`src/rtl/sra_pkg.sv`:
```
package sra_pkg;
  localparam int OCT_W      = 8;
  localparam int CMD_OCTETS = 7;
  localparam int RSP_OCTETS = 6;
  localparam int CMD_BITS   = CMD_OCTETS * OCT_W;
  localparam int RSP_BITS   = RSP_OCTETS * OCT_W;
  localparam int DATA_W     = 24;

  localparam logic [1:0] OP_RD = 2'b01;
  localparam logic [1:0] OP_WR = 2'b11;
  localparam logic [7:0] RSP_CMD_WR = 8'h03;
  localparam logic [7:0] RSP_CMD_RD = 8'h01;

  typedef struct packed {
    logic [2:0] dev_type;
    logic       rsvd;
    logic [1:0] chip_id;
    logic [1:0] op;
  } cmd_t;

  // XOR of all command octets; zero for an intact frame
  function automatic logic [7:0] fold_cmd(input logic [CMD_BITS-1:0] f);
    logic [7:0] x;
    x = '0;
    for (int i = 0; i < CMD_OCTETS; i++) x ^= f[i*OCT_W +: OCT_W];
    return x;
  endfunction

  // Response frame; octet 0 sits at bits 7:0 so it leaves first
  function automatic logic [RSP_BITS-1:0] build_rsp(input logic wr, input logic viol,
                                                   input logic [DATA_W-1:0] rd);
    logic [7:0] c, r, k;
    logic [DATA_W-1:0] d;
    c = wr ? RSP_CMD_WR : RSP_CMD_RD;
    r = {7'd0, viol};
    d = (wr || viol) ? '0 : rd;
    k = c ^ r ^ d[23:16] ^ d[15:8] ^ d[7:0];
    return {k, d[7:0], d[15:8], d[23:16], r, c};
  endfunction
endpackage

```
`src/rtl/sra_rx.sv`:
```
module sra_rx
  import sra_pkg::*;
(
  input  logic                clk,
  input  logic                rst_n,
  input  logic                rx_sel,
  input  logic                rx_en,
  input  logic                rx_bit,
  output logic [CMD_BITS-1:0] frame_q,
  output logic                frame_done
);
  localparam int CW = $clog2(CMD_BITS);
  logic [CW-1:0] cnt;
  wire last_bit = (cnt == CW'(CMD_BITS - 1));

  always_ff @(posedge clk or negedge rst_n) begin
    if (!rst_n) begin
      cnt        <= '0;
      frame_q    <= '0;
      frame_done <= 1'b0;
    end else begin
      frame_done <= 1'b0;
      if (!rx_sel) begin
        cnt <= '0;
      end else if (rx_en) begin
        frame_q[cnt] <= rx_bit;
        if (last_bit) begin
          cnt        <= '0;
          frame_done <= 1'b1;
        end else begin
          cnt <= cnt + 1'b1;
        end
      end
    end
  end
endmodule

```
`src/rtl/sra_decode.sv`:
```
module sra_decode
  import sra_pkg::*;
#(
  parameter logic [2:0] DEV_TYPE = 3'b001
) (
  input  logic [CMD_BITS-1:0] frame,
  input  logic [1:0]          chip_id,
  output logic                frame_ok,
  output logic                is_write,
  output logic [7:0]          addr,
  output logic [7:0]          idx,
  output logic [DATA_W-1:0]   wdata
);
  cmd_t cmd;
  logic sum_ok, target_ok, op_ok;

  always_comb begin
    cmd       = cmd_t'(frame[7:0]);
    addr      = frame[15:8];
    idx       = frame[23:16];
    wdata     = {frame[31:24], frame[39:32], frame[47:40]};
    sum_ok    = (fold_cmd(frame) == 8'h00);
    target_ok = (cmd.dev_type == DEV_TYPE) && !cmd.rsvd && (cmd.chip_id == chip_id);
    op_ok     = (cmd.op == OP_RD) || (cmd.op == OP_WR);
    is_write  = (cmd.op == OP_WR);
    frame_ok  = sum_ok && target_ok && op_ok;
  end
endmodule

```
`src/rtl/sra_ctrl.sv`:
```
module sra_ctrl
  import sra_pkg::*;
(
  input  logic                clk,
  input  logic                rst_n,
  input  logic                frame_done,
  input  logic                frame_ok,
  input  logic                is_write,
  input  logic [7:0]          addr,
  input  logic [7:0]          idx,
  input  logic [DATA_W-1:0]   wdata,
  input  logic [DATA_W-1:0]   reg_rdata,
  input  logic                reg_viol,
  input  logic                tx_busy,
  output logic                reg_req,
  output logic                reg_wr,
  output logic [7:0]          reg_addr,
  output logic [7:0]          reg_idx,
  output logic [DATA_W-1:0]   reg_wdata,
  output logic                tx_load,
  output logic [RSP_BITS-1:0] tx_word
);
  typedef enum logic [1:0] {S_IDLE, S_REQ, S_WAIT, S_SEND} state_t;
  state_t state;

  always_ff @(posedge clk or negedge rst_n) begin
    if (!rst_n) begin
      state     <= S_IDLE;
      reg_wr    <= 1'b0;
      reg_addr  <= '0;
      reg_idx   <= '0;
      reg_wdata <= '0;
    end else begin
      unique case (state)
        S_IDLE: if (frame_done && frame_ok) begin
          reg_wr    <= is_write;
          reg_addr  <= addr;
          reg_idx   <= idx;
          reg_wdata <= wdata;
          state     <= S_REQ;
        end
        S_REQ:  state <= S_WAIT;
        S_WAIT: state <= S_SEND;
        S_SEND: if (!tx_busy) state <= S_IDLE;
        default: state <= S_IDLE;
      endcase
    end
  end

  always_comb begin
    reg_req = (state == S_REQ);
    tx_load = (state == S_WAIT);
    tx_word = build_rsp(reg_wr, reg_viol, reg_rdata);
  end
endmodule

```
`src/rtl/sra_tx.sv`:
```
module sra_tx
  import sra_pkg::*;
(
  input  logic                clk,
  input  logic                rst_n,
  input  logic                load,
  input  logic [RSP_BITS-1:0] word,
  output logic                busy,
  output logic                bit_out
);
  localparam int CW = $clog2(RSP_BITS);
  logic [RSP_BITS-1:0] sh;
  logic [CW-1:0]       left;

  always_ff @(posedge clk or negedge rst_n) begin
    if (!rst_n) begin
      sh   <= '0;
      left <= '0;
      busy <= 1'b0;
    end else if (load) begin
      sh   <= word;
      left <= CW'(RSP_BITS - 1);
      busy <= 1'b1;
    end else if (busy) begin
      sh <= sh >> 1;
      if (left == '0) busy <= 1'b0;
      else            left <= left - 1'b1;
    end
  end

  assign bit_out = busy & sh[0];
endmodule

```
`src/rtl/sra_engine.sv`:
```
module sra_engine
  import sra_pkg::*;
#(
  parameter logic [2:0] DEV_TYPE = 3'b001
) (
  input  logic        clk,
  input  logic        rst_n,
  input  logic [1:0]  strap_id,
  input  logic        rx_sel,
  input  logic        rx_en,
  input  logic        rx_bit,
  output logic        tx_valid,
  output logic        tx_bit,
  output logic        reg_req,
  output logic        reg_wr,
  output logic [7:0]  reg_addr,
  output logic [7:0]  reg_idx,
  output logic [23:0] reg_wdata,
  input  logic [23:0] reg_rdata,
  input  logic        reg_viol
);
  logic [1:0]          chip_id;
  logic [CMD_BITS-1:0] frame;
  logic                frame_done, frame_ok, is_write, tx_load;
  logic [7:0]          dec_addr, dec_idx;
  logic [DATA_W-1:0]   dec_wdata;
  logic [RSP_BITS-1:0] tx_word;

  // straps follow the pins only while reset is held
  always_ff @(posedge clk) begin
    if (!rst_n) chip_id <= strap_id;
  end

  sra_rx u_rx (
    .clk, .rst_n, .rx_sel, .rx_en, .rx_bit,
    .frame_q(frame), .frame_done
  );

  sra_decode #(.DEV_TYPE(DEV_TYPE)) u_dec (
    .frame, .chip_id, .frame_ok, .is_write,
    .addr(dec_addr), .idx(dec_idx), .wdata(dec_wdata)
  );

  sra_ctrl u_ctrl (
    .clk, .rst_n, .frame_done, .frame_ok, .is_write,
    .addr(dec_addr), .idx(dec_idx), .wdata(dec_wdata),
    .reg_rdata, .reg_viol, .tx_busy(tx_valid),
    .reg_req, .reg_wr, .reg_addr, .reg_idx, .reg_wdata,
    .tx_load, .tx_word
  );

  sra_tx u_tx (
    .clk, .rst_n, .load(tx_load), .word(tx_word),
    .busy(tx_valid), .bit_out(tx_bit)
  );
endmodule

```
`config.mk`:
```
export PLATFORM = sky130hd
export DESIGN_NAME = sra_engine
export DESIGN_NICKNAME = d
export VERILOG_FILES = /design/src/rtl/sra_pkg.sv /design/src/rtl/sra_rx.sv /design/src/rtl/sra_decode.sv /design/src/rtl/sra_ctrl.sv /design/src/rtl/sra_tx.sv /design/src/rtl/sra_engine.sv
export SDC_FILE = /design/constraint.sdc
export NUM_CORES = 1
export LEC_CHECK = 0
export ABC_AREA = 1
export CORE_MARGIN = 2
export CORE_UTILIZATION = 63
export DETAILED_ROUTE_END_ITERATION = 10
export GPL_TIMING_DRIVEN = 0
export PLACE_DENSITY = 0.95
export SLEW_MARGIN = 20
export SYNTH_ARGS = -nofsm -noshare
export SYNTH_HDL_FRONTEND = slang
export SYNTH_SLANG_ARGS = --single-unit
```
`constraint.sdc`:
```
create_clock -name clk -period 3 [get_ports clk]
set_input_delay 0.9 -clock clk [delete_from_list [all_inputs] [get_ports clk]]
set_output_delay 0.9 -clock clk [all_outputs]
set_load 0.05 [all_outputs]
```
* Word-level counts from Yosys, hierarchy flattened
Cells that the tools add are included. W data, S select, Z words.
Operators by class: add/sub/neg operators 2, order comparisons 2, multiplexer cells 22, reductions and logical operators 17, bitwise operators 11, eq/ne operators 12
Operators by type and width (number):
- $mux W48 | 2
- $xor A8 B8 Y8 | 9
- $bwmux W56 | 1
- $mux W6 | 6
- $mux W24 | 1
- $logic_not A8 Y1 | 1
- $pmux W2 S4 | 1
- $reduce_and A2 Y1 | 4
- $xor A8 B1 Y8 | 1
- $lt A6 B7 Y1 const B | 1
- $mux W1 | 7
- $add A6 B1 Y6 const B | 1
- $demux W1 S6 | 1
- $eq A2 B2 Y1 const B | 3
- $eq A6 B6 Y1 const B | 1
- $ge A6 B1 Y1 const B | 1
- $logic_and A1 B1 Y1 | 6
- $logic_not A6 Y1 | 1
- $mux W2 | 3
- $sub A6 B1 Y6 const B | 1
- $eq A2 B1 Y1 const B | 2
- $ne A2 B1 Y1 const B | 2
- $ne A2 B2 Y1 const B | 2
- $eq A3 B1 Y1 const B | 1
- 6 further kinds | 7
Storage, ports and cells: output and inout bits 44, input bits 32, register bits after elaboration 163, word-level logic and storage cells 78

* Logic depth before layout (Yosys ltp)
Gate-level depths: netlist (run 1).
word-level depth 12, depth in mapped cells 18, depth with buffers taken out 18

* Cells and area by module
Synthesis (run 1) repeated with hierarchy kept, for this count alone.
Unflattened totals: cell total of the unflattened synthesis 1224, area total of the unflattened synthesis 9093.7 um^2
Modules (own cells, without submodules):
- sra_rx | cells each 367, area an instance 2920.3 um^2, times used 1
- sra_tx | cells each 267, area an instance 2478.6 um^2, times used 1
- sra_ctrl | cells each 313, area an instance 2381.0 um^2, times used 1
- sra_decode | cells each 274, area an instance 1249.9 um^2, times used 1
- sra_engine | cells each 3, area an instance 63.8 um^2, times used 1

* Worst setup path after synthesis (run 1)
Ideal clock, no wire load.
kind flip-flop to output port, start point register u_tx.busy, end point output port tx_bit, arrival 1.263 ns, path slack 0.837 ns, stages on the path, launching flop included 4, cell sequence dfrtp_1 -> clkbuf_1 -> nand2_1 -> inv_1
On the way: word-level cells in the longest chain between the ends 1
Ends and longest elaborated chain:
- start, declared | line sra_tx.sv:8 | output logic busy,
- start signal, assigned | line sra_tx.sv:19 | busy <= 1'b0;
- start signal, assigned | line sra_tx.sv:23 | busy <= 1'b1;
- start signal, assigned | line sra_tx.sv:26 | if (left == '0) busy <= 1'b0;
- $and A1 B1 Y1 | line sra_tx.sv:31 | assign bit_out = busy & sh[0];
- end, declared | line sra_engine.sv:13 | output logic tx_bit,
Every way passes these cells.

* Worst setup path after layout (run 1)
start point register u_ctrl.state[1], end point output port reg_req
On the way: word-level cells in the longest chain between the ends 1
Ends and longest elaborated chain:
- start, declared | line sra_ctrl.sv:24 | state_t state;
- start signal, assigned | line sra_ctrl.sv:28 | state <= S_IDLE;
- start signal, assigned | line sra_ctrl.sv:40 | state <= S_REQ;
- start signal, assigned | line sra_ctrl.sv:42 | S_REQ: state <= S_WAIT;
- $eq A2 B1 Y1 | line sra_ctrl.sv:51 | reg_req = (state == S_REQ);
- end, declared | line sra_engine.sv:14 | output logic reg_req,
Every way passes these cells.

==> results.md, run 1 <==
- Status: complete, no violations
- Commonest non-fill, non-tap cell in the layout: nand2_1
- Reg-to-Reg End: u_tx.sh[42]$_DFFE_PN0P_
- FFs w/ async S/R, synth: 98.8%
- Hold WS: 417 ps
- Die ar.: 14,400 um2
- WL per Instance: 17.0 um
- Vias in the first global route: 7,281
- Net Count, Synth: 1,038
- Root buffer cell: clkbuf_16
- Clock tree buffer depth: 2
- Post-Place Cells: 1,252
- Drt total wl: 21,800 um
- F_max: 361 MHz
- Total power: 4.81 mW
- Crit-path slowest cell: clkdlybuf4s50_1
- HPWL Detailed: 15,000 um
- Worst path required time: 2100 ps
- Remaining global-route overflow: 0
- Cell variety after synth: 44
- LEAKAGE: 4.65 nW
- I/O pin count: 76
- Non-Filler Instances: 1,282
- Total number of vias: 7,593
- Most used DFF post-synth: dfrtp_1
- Area after DPL: 9480 um2
- Die width: 120 um
- Clock-pin slew on the worst setup and hold paths: 60 ps
- #FFs+latches synth: 163
- Max VDD drop: 0.349 mV
- Initial antenna violation count: 0
- Final GP Congestion: 0.934
- Global-route wire length before repair: 35,100 um
- H-tree Lvls: 4
- Largest area contributor in the netlist: dfrtp_1
- Setup CP Type: flip-flop to output pin
- Seq/Total Area, Yosys: 48.2%
- Fin nets: 1,133
- Initial DRC Count: 815
- CP Max Fanout: 4
- Final worst slack: 229 ps
- Gate Count Post-Synth: 1,000
- Top cells by area, synth: dfrtp_1 48%, nand2_1 8.8%, inv_1 6.1%, o21ai_2 4.2%, nand2_2 3.9%
- Final Hold Fails: 0
- Number of synthesized flops with an enable pin: 2
- Residual DRC: 0
- Levels on crit path: 3
- Port bufs: 75
- Final Setup Violations: 0
- Area added between synthesis and finish: 18.4%
- Startpoint Class: flip-flop
- Delay-heaviest family, CP: buffers and inverters
- Max-slew violations: 0
- Worst hold path class: primary input to asynchronous set/reset pin
- R2R setup slack: 690 ps
- R2R depth: 10
- Count of max-cap constraint violations: 0
- Initial core utilization: 64.3%
- RSZ-0062 raised after global routing: false
- CP bufs+invs: 2
- Crit. End Element: output pin
- All-Layer GR Usage: 31.4%
- PD cells: 479 nW/um2
- Num rows: 42
- Slowest stage delay, CP: 800 ps
- Vias per cell: 5.92
- Worst skew pair latency: 440 ps
- Synth top area share: 47.5%
- Launching point of the worst reg2reg path: u_ctrl.state[0]$_DFFE_PN0P_
- Final TNS setup: 0 ps
- Util after Layout: 76.1%
- CTS Hold Buffers Added: 0
- Post-Syn Area: 8480 um2
- Slew headroom: 31.5%
- CTS tree: yes
- Clock net sink count: 163
- Design Area, Final: 10,000 um2
- Post-CTS setup buffer count: 0
- Critical path cell sequence: inv_1, ha_1, clkdlybuf4s50_1
- Crit path arrival time: 1870 ps
- Antenna Nets Post-Route: 0
- Yosys warns: 0
- Die Height: 120 um
- Fin crit share: 92.4%
- Total CTS buffers: 17
- Ant diodes: 0
- Core region area: 13,200 um2
- Most frequent cells in the layout: 199 x nand2_1, 161 x dfrtp_1, 137 x inv_1
- Mapped Avg Cell Area: 8.48 um2
- Worst slew pin tran: 1020 ps
- Min Tclk post-route: 2770 ps
- Layout cells sized above 1: 15.8%
- Worst setup slack after placement: -32.4 ps
- Largest net degree at the start of global routing: 95
- Pre-antenna DRT Iters: 6
- Worst Clk Skew: 9.10 ps
flip-flops by register name, indices dropped and copies added, names as in the netlist, 6 cells and up:
register	cells
u_rx.frame_q	56
u_ctrl.reg_wdata	24
u_ctrl.reg_addr	8
u_tx.left	6
u_tx.sh	48
u_ctrl.reg_idx	8
u_rx.cnt	6
cells by family (layout without fill, tap and decap cells):
group | Yosys count | after routing | share of synthesized area [%]
and+or+nand+nor | 390 | 390 | 22.0
AOI/OAI and AO/OA | 223 | 223 | 17.5
buffers and inverters | 203 | 309 | 9.74
DFF | 163 | 163 | 48.2
xor gates and xnor gates | 14 | 14 | 1.45
adders and majority gates | 6 | 6 | 0.886
muxes | 1 | 1 | 0.118
timing repair:
item	4_1_cts	5_1_grt
resized for setup	1	0
setup endpoints to repair	1	0
endpoints found under the hold margin	0	0
how the worst max path moves through the flow:
stage,end,slack (ps),startpoint
after floorplan,tx_bit,840,u_tx.busy$_DFF_PN0_
after global placement,u_rx.frame_done$_DFF_PN0_,-5400,rst_n
after detailed placement,u_rx.frame_q[34]$_DFFE_PN0P_,-30,rx_en
after CTS,reg_req,200,u_ctrl.state[1]$_DFFE_PN0P_
after global routing,tx_bit,140,u_tx.busy$_DFF_PN0_
final,reg_req,230,u_ctrl.state[1]$_DFFE_PN0P_
metal layers:
layer | GRT usage (%) | share of wire [%]
met3 | 6.56 | 7.9
met5 | 0 | 0
met1 | 38.3 | 38
met4 | 16.3 | 4.8
met2 | 52.7 | 49
power by group:
part	internal (mW)	switching, mW	total (mW)
combinational	0.159	0.298	0.457
clock	1.25	0.830	2.08
sequential	2.23	0.0376	2.27
total	3.64	1.17	4.81
Yosys cell counts (2+ instances only):
cell type / instances
o21ai_2: 41
inv_1: 137
nor2_4: 3
nand2_2: 53
and3_1: 2
o211ai_1: 4
buf_2: 3
nand4_1: 5
inv_2: 20
or2_1: 2
nor3_1: 14
o22ai_1: 17
o32ai_1: 2
nor3_2: 5
buf_6: 8
nand2_1: 199
xor2_1: 8
dfrtp_1: 161
a31oi_1: 52
nand3_1: 46
o221ai_1: 26
nor2_1: 43
nand3_2: 4
edfxtp_1: 2
nor4_2: 2
ha_1: 6
clkbuf_1: 33
xnor2_1: 6
nor4_1: 3
or2_2: 3
o21ai_0: 19
a21oi_1: 59
cell type report:
type	instances	area (um2)
timing repair buffer	76	782
inverter	158	593
tap	176	220
clock inverter	6	80.1
multi-input combinational	634	3570
fill	859	3150
sequential	163	4090
buffer	45	233
clock buffer	24	472
(Power assumes the default switching activity.)
==> inputs of run 2 (changes only) <==
--- a/config.mk
+++ b/config.mk
@@ -7,10 +7,10 @@
 export LEC_CHECK = 0
 export ABC_AREA = 1
 export CORE_MARGIN = 2
-export CORE_UTILIZATION = 63
+export CORE_UTILIZATION = 53
 export DETAILED_ROUTE_END_ITERATION = 10
 export GPL_TIMING_DRIVEN = 0
-export PLACE_DENSITY = 0.95
+export PLACE_DENSITY = 0.87
 export SLEW_MARGIN = 20
 export SYNTH_ARGS = -nofsm -noshare
 export SYNTH_HDL_FRONTEND = slang
==> constraint.sdc (replaced) <==
create_clock -name clk -period 2.45 [get_ports clk]
set_input_delay 0.735 -clock clk [delete_from_list [all_inputs] [get_ports clk]]
set_output_delay 0.735 -clock clk [all_outputs]
set_load 0.05 [all_outputs]
==> run 2 against run 1 <==
Compared with the run above: the run now ends with negative setup slack left; die area rose by 18%; utilization decreased by 12 points; largest cell class unchanged; total power grew 20%; non-clock buffer count did not move.
==> results.md, run 2 (synthesis gave the netlist of run 1 again) <==
- Initial core utilization: 53.7%
- Largest Register: u_rx.frame_q
- RSZ-0062 raised after global routing: true
- Clock net sink count: 163
- Crit. End Element: flip-flop
- Worst hold path class: primary input to asynchronous set/reset pin
- HPWL Detailed: 15,300 um
- Die Height: 130 um
- Largest net degree at the start of global routing: 95
- Critical path cell sequence: clkdlybuf4s50_1, nand2_1, clkbuf_1, nor4_2, a21oi_1, a31oi_1
- Count of max-cap constraint violations: 0
- All-Layer GR Usage: 25.9%
- Met2 usage: 44.4%
- Final Setup Violations: 1
- Final GP Congestion: 0.932
- Crit path arrival time: 2820 ps
- LEAKAGE: 4.67 nW
- CTS Hold Buffers Added: 0
- Worst Clk Skew: 5.06 ps
- Worst setup slack after placement: -420 ps
- Initial DRC Count: 787
- Final TNS setup: -21.2 ps
- Failing checks: negative setup slack
- Final worst slack: -21.2 ps
- Max-slew violations: 0
- Hold WS: 236 ps
- Drt total wl: 21,000 um
- WL per Instance: 15.9 um
- Fin crit share: 101%
- Max reg flops: 56
- Max VDD drop: 0.614 mV
- Busiest layer in global routing: met2
- Area added between synthesis and finish: 19.1%
- Port bufs: 75
- PD cells: 573 nW/um2
- Num rows: 46
- Clock tree buffer depth: 2
- Crit path from: rx_en
- Antenna Nets Post-Route: 0
- Root buffer cell: clkbuf_16
- Most frequent cells in the layout: 199 x nand2_1, 161 x dfrtp_1, 137 x inv_1
- Total power: 5.79 mW
- Status: finished with violations
- Setup CP Type: primary input to flip-flop
- Layout cells sized above 1: 17.1%
- Die ar.: 17,000 um2
- Slowest stage delay, CP: 850 ps
- Crit-path slowest cell: nor4_2
- Clock-pin slew on the worst setup and hold paths: 60 ps
- Startpoint Class: primary input
- Initial antenna violation count: 0
- Min Tclk post-route: 2470 ps
- CP Max Fanout: 10
- Vias in the first global route: 7,149
- Total CTS buffers: 17
- F_max: 405 MHz
- H-tree Lvls: 4
- Commonest non-fill, non-tap cell in the layout: nand2_1
- I/O pin count: 76
- Slew headroom: 28.3%
- Worst slew pin tran: 1070 ps
- Met1 Track Usage GR: 31.3%
- Global routing usage on met3: 4.68%
- Die width: 130 um
- Worst skew pair latency: 430 ps
- Worst path required time: 2800 ps
- Residual DRC: 0
- Pre-antenna DRT Iters: 6
- Fin nets: 1,133
- Core region area: 15,800 um2
- Largest regs: u_rx.frame_q: 56 flops, u_tx.sh: 48 flops, u_ctrl.reg_wdata: 24 flops
- Ant diodes: 0
- Global-route wire length before repair: 34,100 um
- Vias per cell: 5.55
- Post-CTS setup buffer count: 0
- Final Hold Fails: 0
- Launching point of the worst reg2reg path: u_ctrl.state[0]$_DFFE_PN0P_
- CTS tree: yes
- Total number of vias: 7,324
- Remaining global-route overflow: 0
-- run 2: per-layer routing --
layer  part of all wire, %  vias to the layer above
met3                   6.1                       58
met5                     0                        -
met4                   3.8                        0
li1                      -                     3485
met2                    50                      276
met1                    41                     3505
-- run 2: final timing paths --
check / end / slack (ps) / cells after the start
max: u_rx.frame_q[34]$_DFFE_PN0P_ / -20 / 6
max reg2reg: u_tx.sh[42]$_DFFE_PN0P_ / 250 / 9
min: u_tx.sh[14]$_DFFE_PN0P_ / 240 / 1
min reg2reg: u_ctrl.reg_idx[7]$_DFFE_PN0P_ / 480 / 2
min in group clk: u_ctrl.reg_idx[7]$_DFFE_PN0P_ / 480 / 2
max in group asynchronous: u_rx.frame_q[4]$_DFFE_PN0P_ / 1400 / 2
-- run 2: repair_timing --
action | in CTS | in global routing
pin swaps | 0 | 1
hold endpoints to repair | 0 | 0
gates resized for setup | 6 | 14
setup endpoints to repair | 4 | 21
-- run 2: report_power, final --
group	total [mW]	leakage, nW	switching [mW]	internal [mW]
Combinational	0.563	2.30	0.366	0.196
Sequential	2.77	2.10	0.0413	2.73
Clock	2.45	0.270	1.01	1.44
-- run 2: per-stage QoR --
| step | utilization [%] | cells | instance area [um2] |
|---|---|---|---|
| 2_1_floorplan | - | 1000 | 8480 |
| 3_3_place_gp | 60.2 | 1291 | 9500 |
| 3_5_place_dp | 60.4 | 1292 | 9530 |
| 4_1_cts | 63.8 | 1320 | 10100 |
| 5_1_grt | 64.0 | 1320 | 10100 |
| 6_report | 64.0 | 1320 | 10100 |
-- run 2: layout make-up --
class                      instances  area [um2]
tap                              216         270
inverter                         158         593
sequential                       163        4090
clock buffer                      21         470
buffer                            45         238
timing repair buffer              76         782
clock inverter                     7        60.1
fill                            1251        5680
multi-input combinational        634        3590
-- run 2: critical path: cells and delay by family --
kind / cells / cell delay (ps)
and+or+nand+nor: 2 / 960
AOI/OAI and AO/OA: 2 / 410
buffers and inverters: 2 / 710
==> inputs of run 3 (changes only) <==
--- a/config.mk
+++ b/config.mk
@@ -9,6 +9,7 @@
 export CORE_MARGIN = 2
 export CORE_UTILIZATION = 53
 export DETAILED_ROUTE_END_ITERATION = 10
+export GPL_ROUTABILITY_DRIVEN = 0
 export GPL_TIMING_DRIVEN = 0
 export PLACE_DENSITY = 0.87
 export SLEW_MARGIN = 20
==> results of run 3 <==
The final DEF is identical to that of run 2; final timing and power are the same.
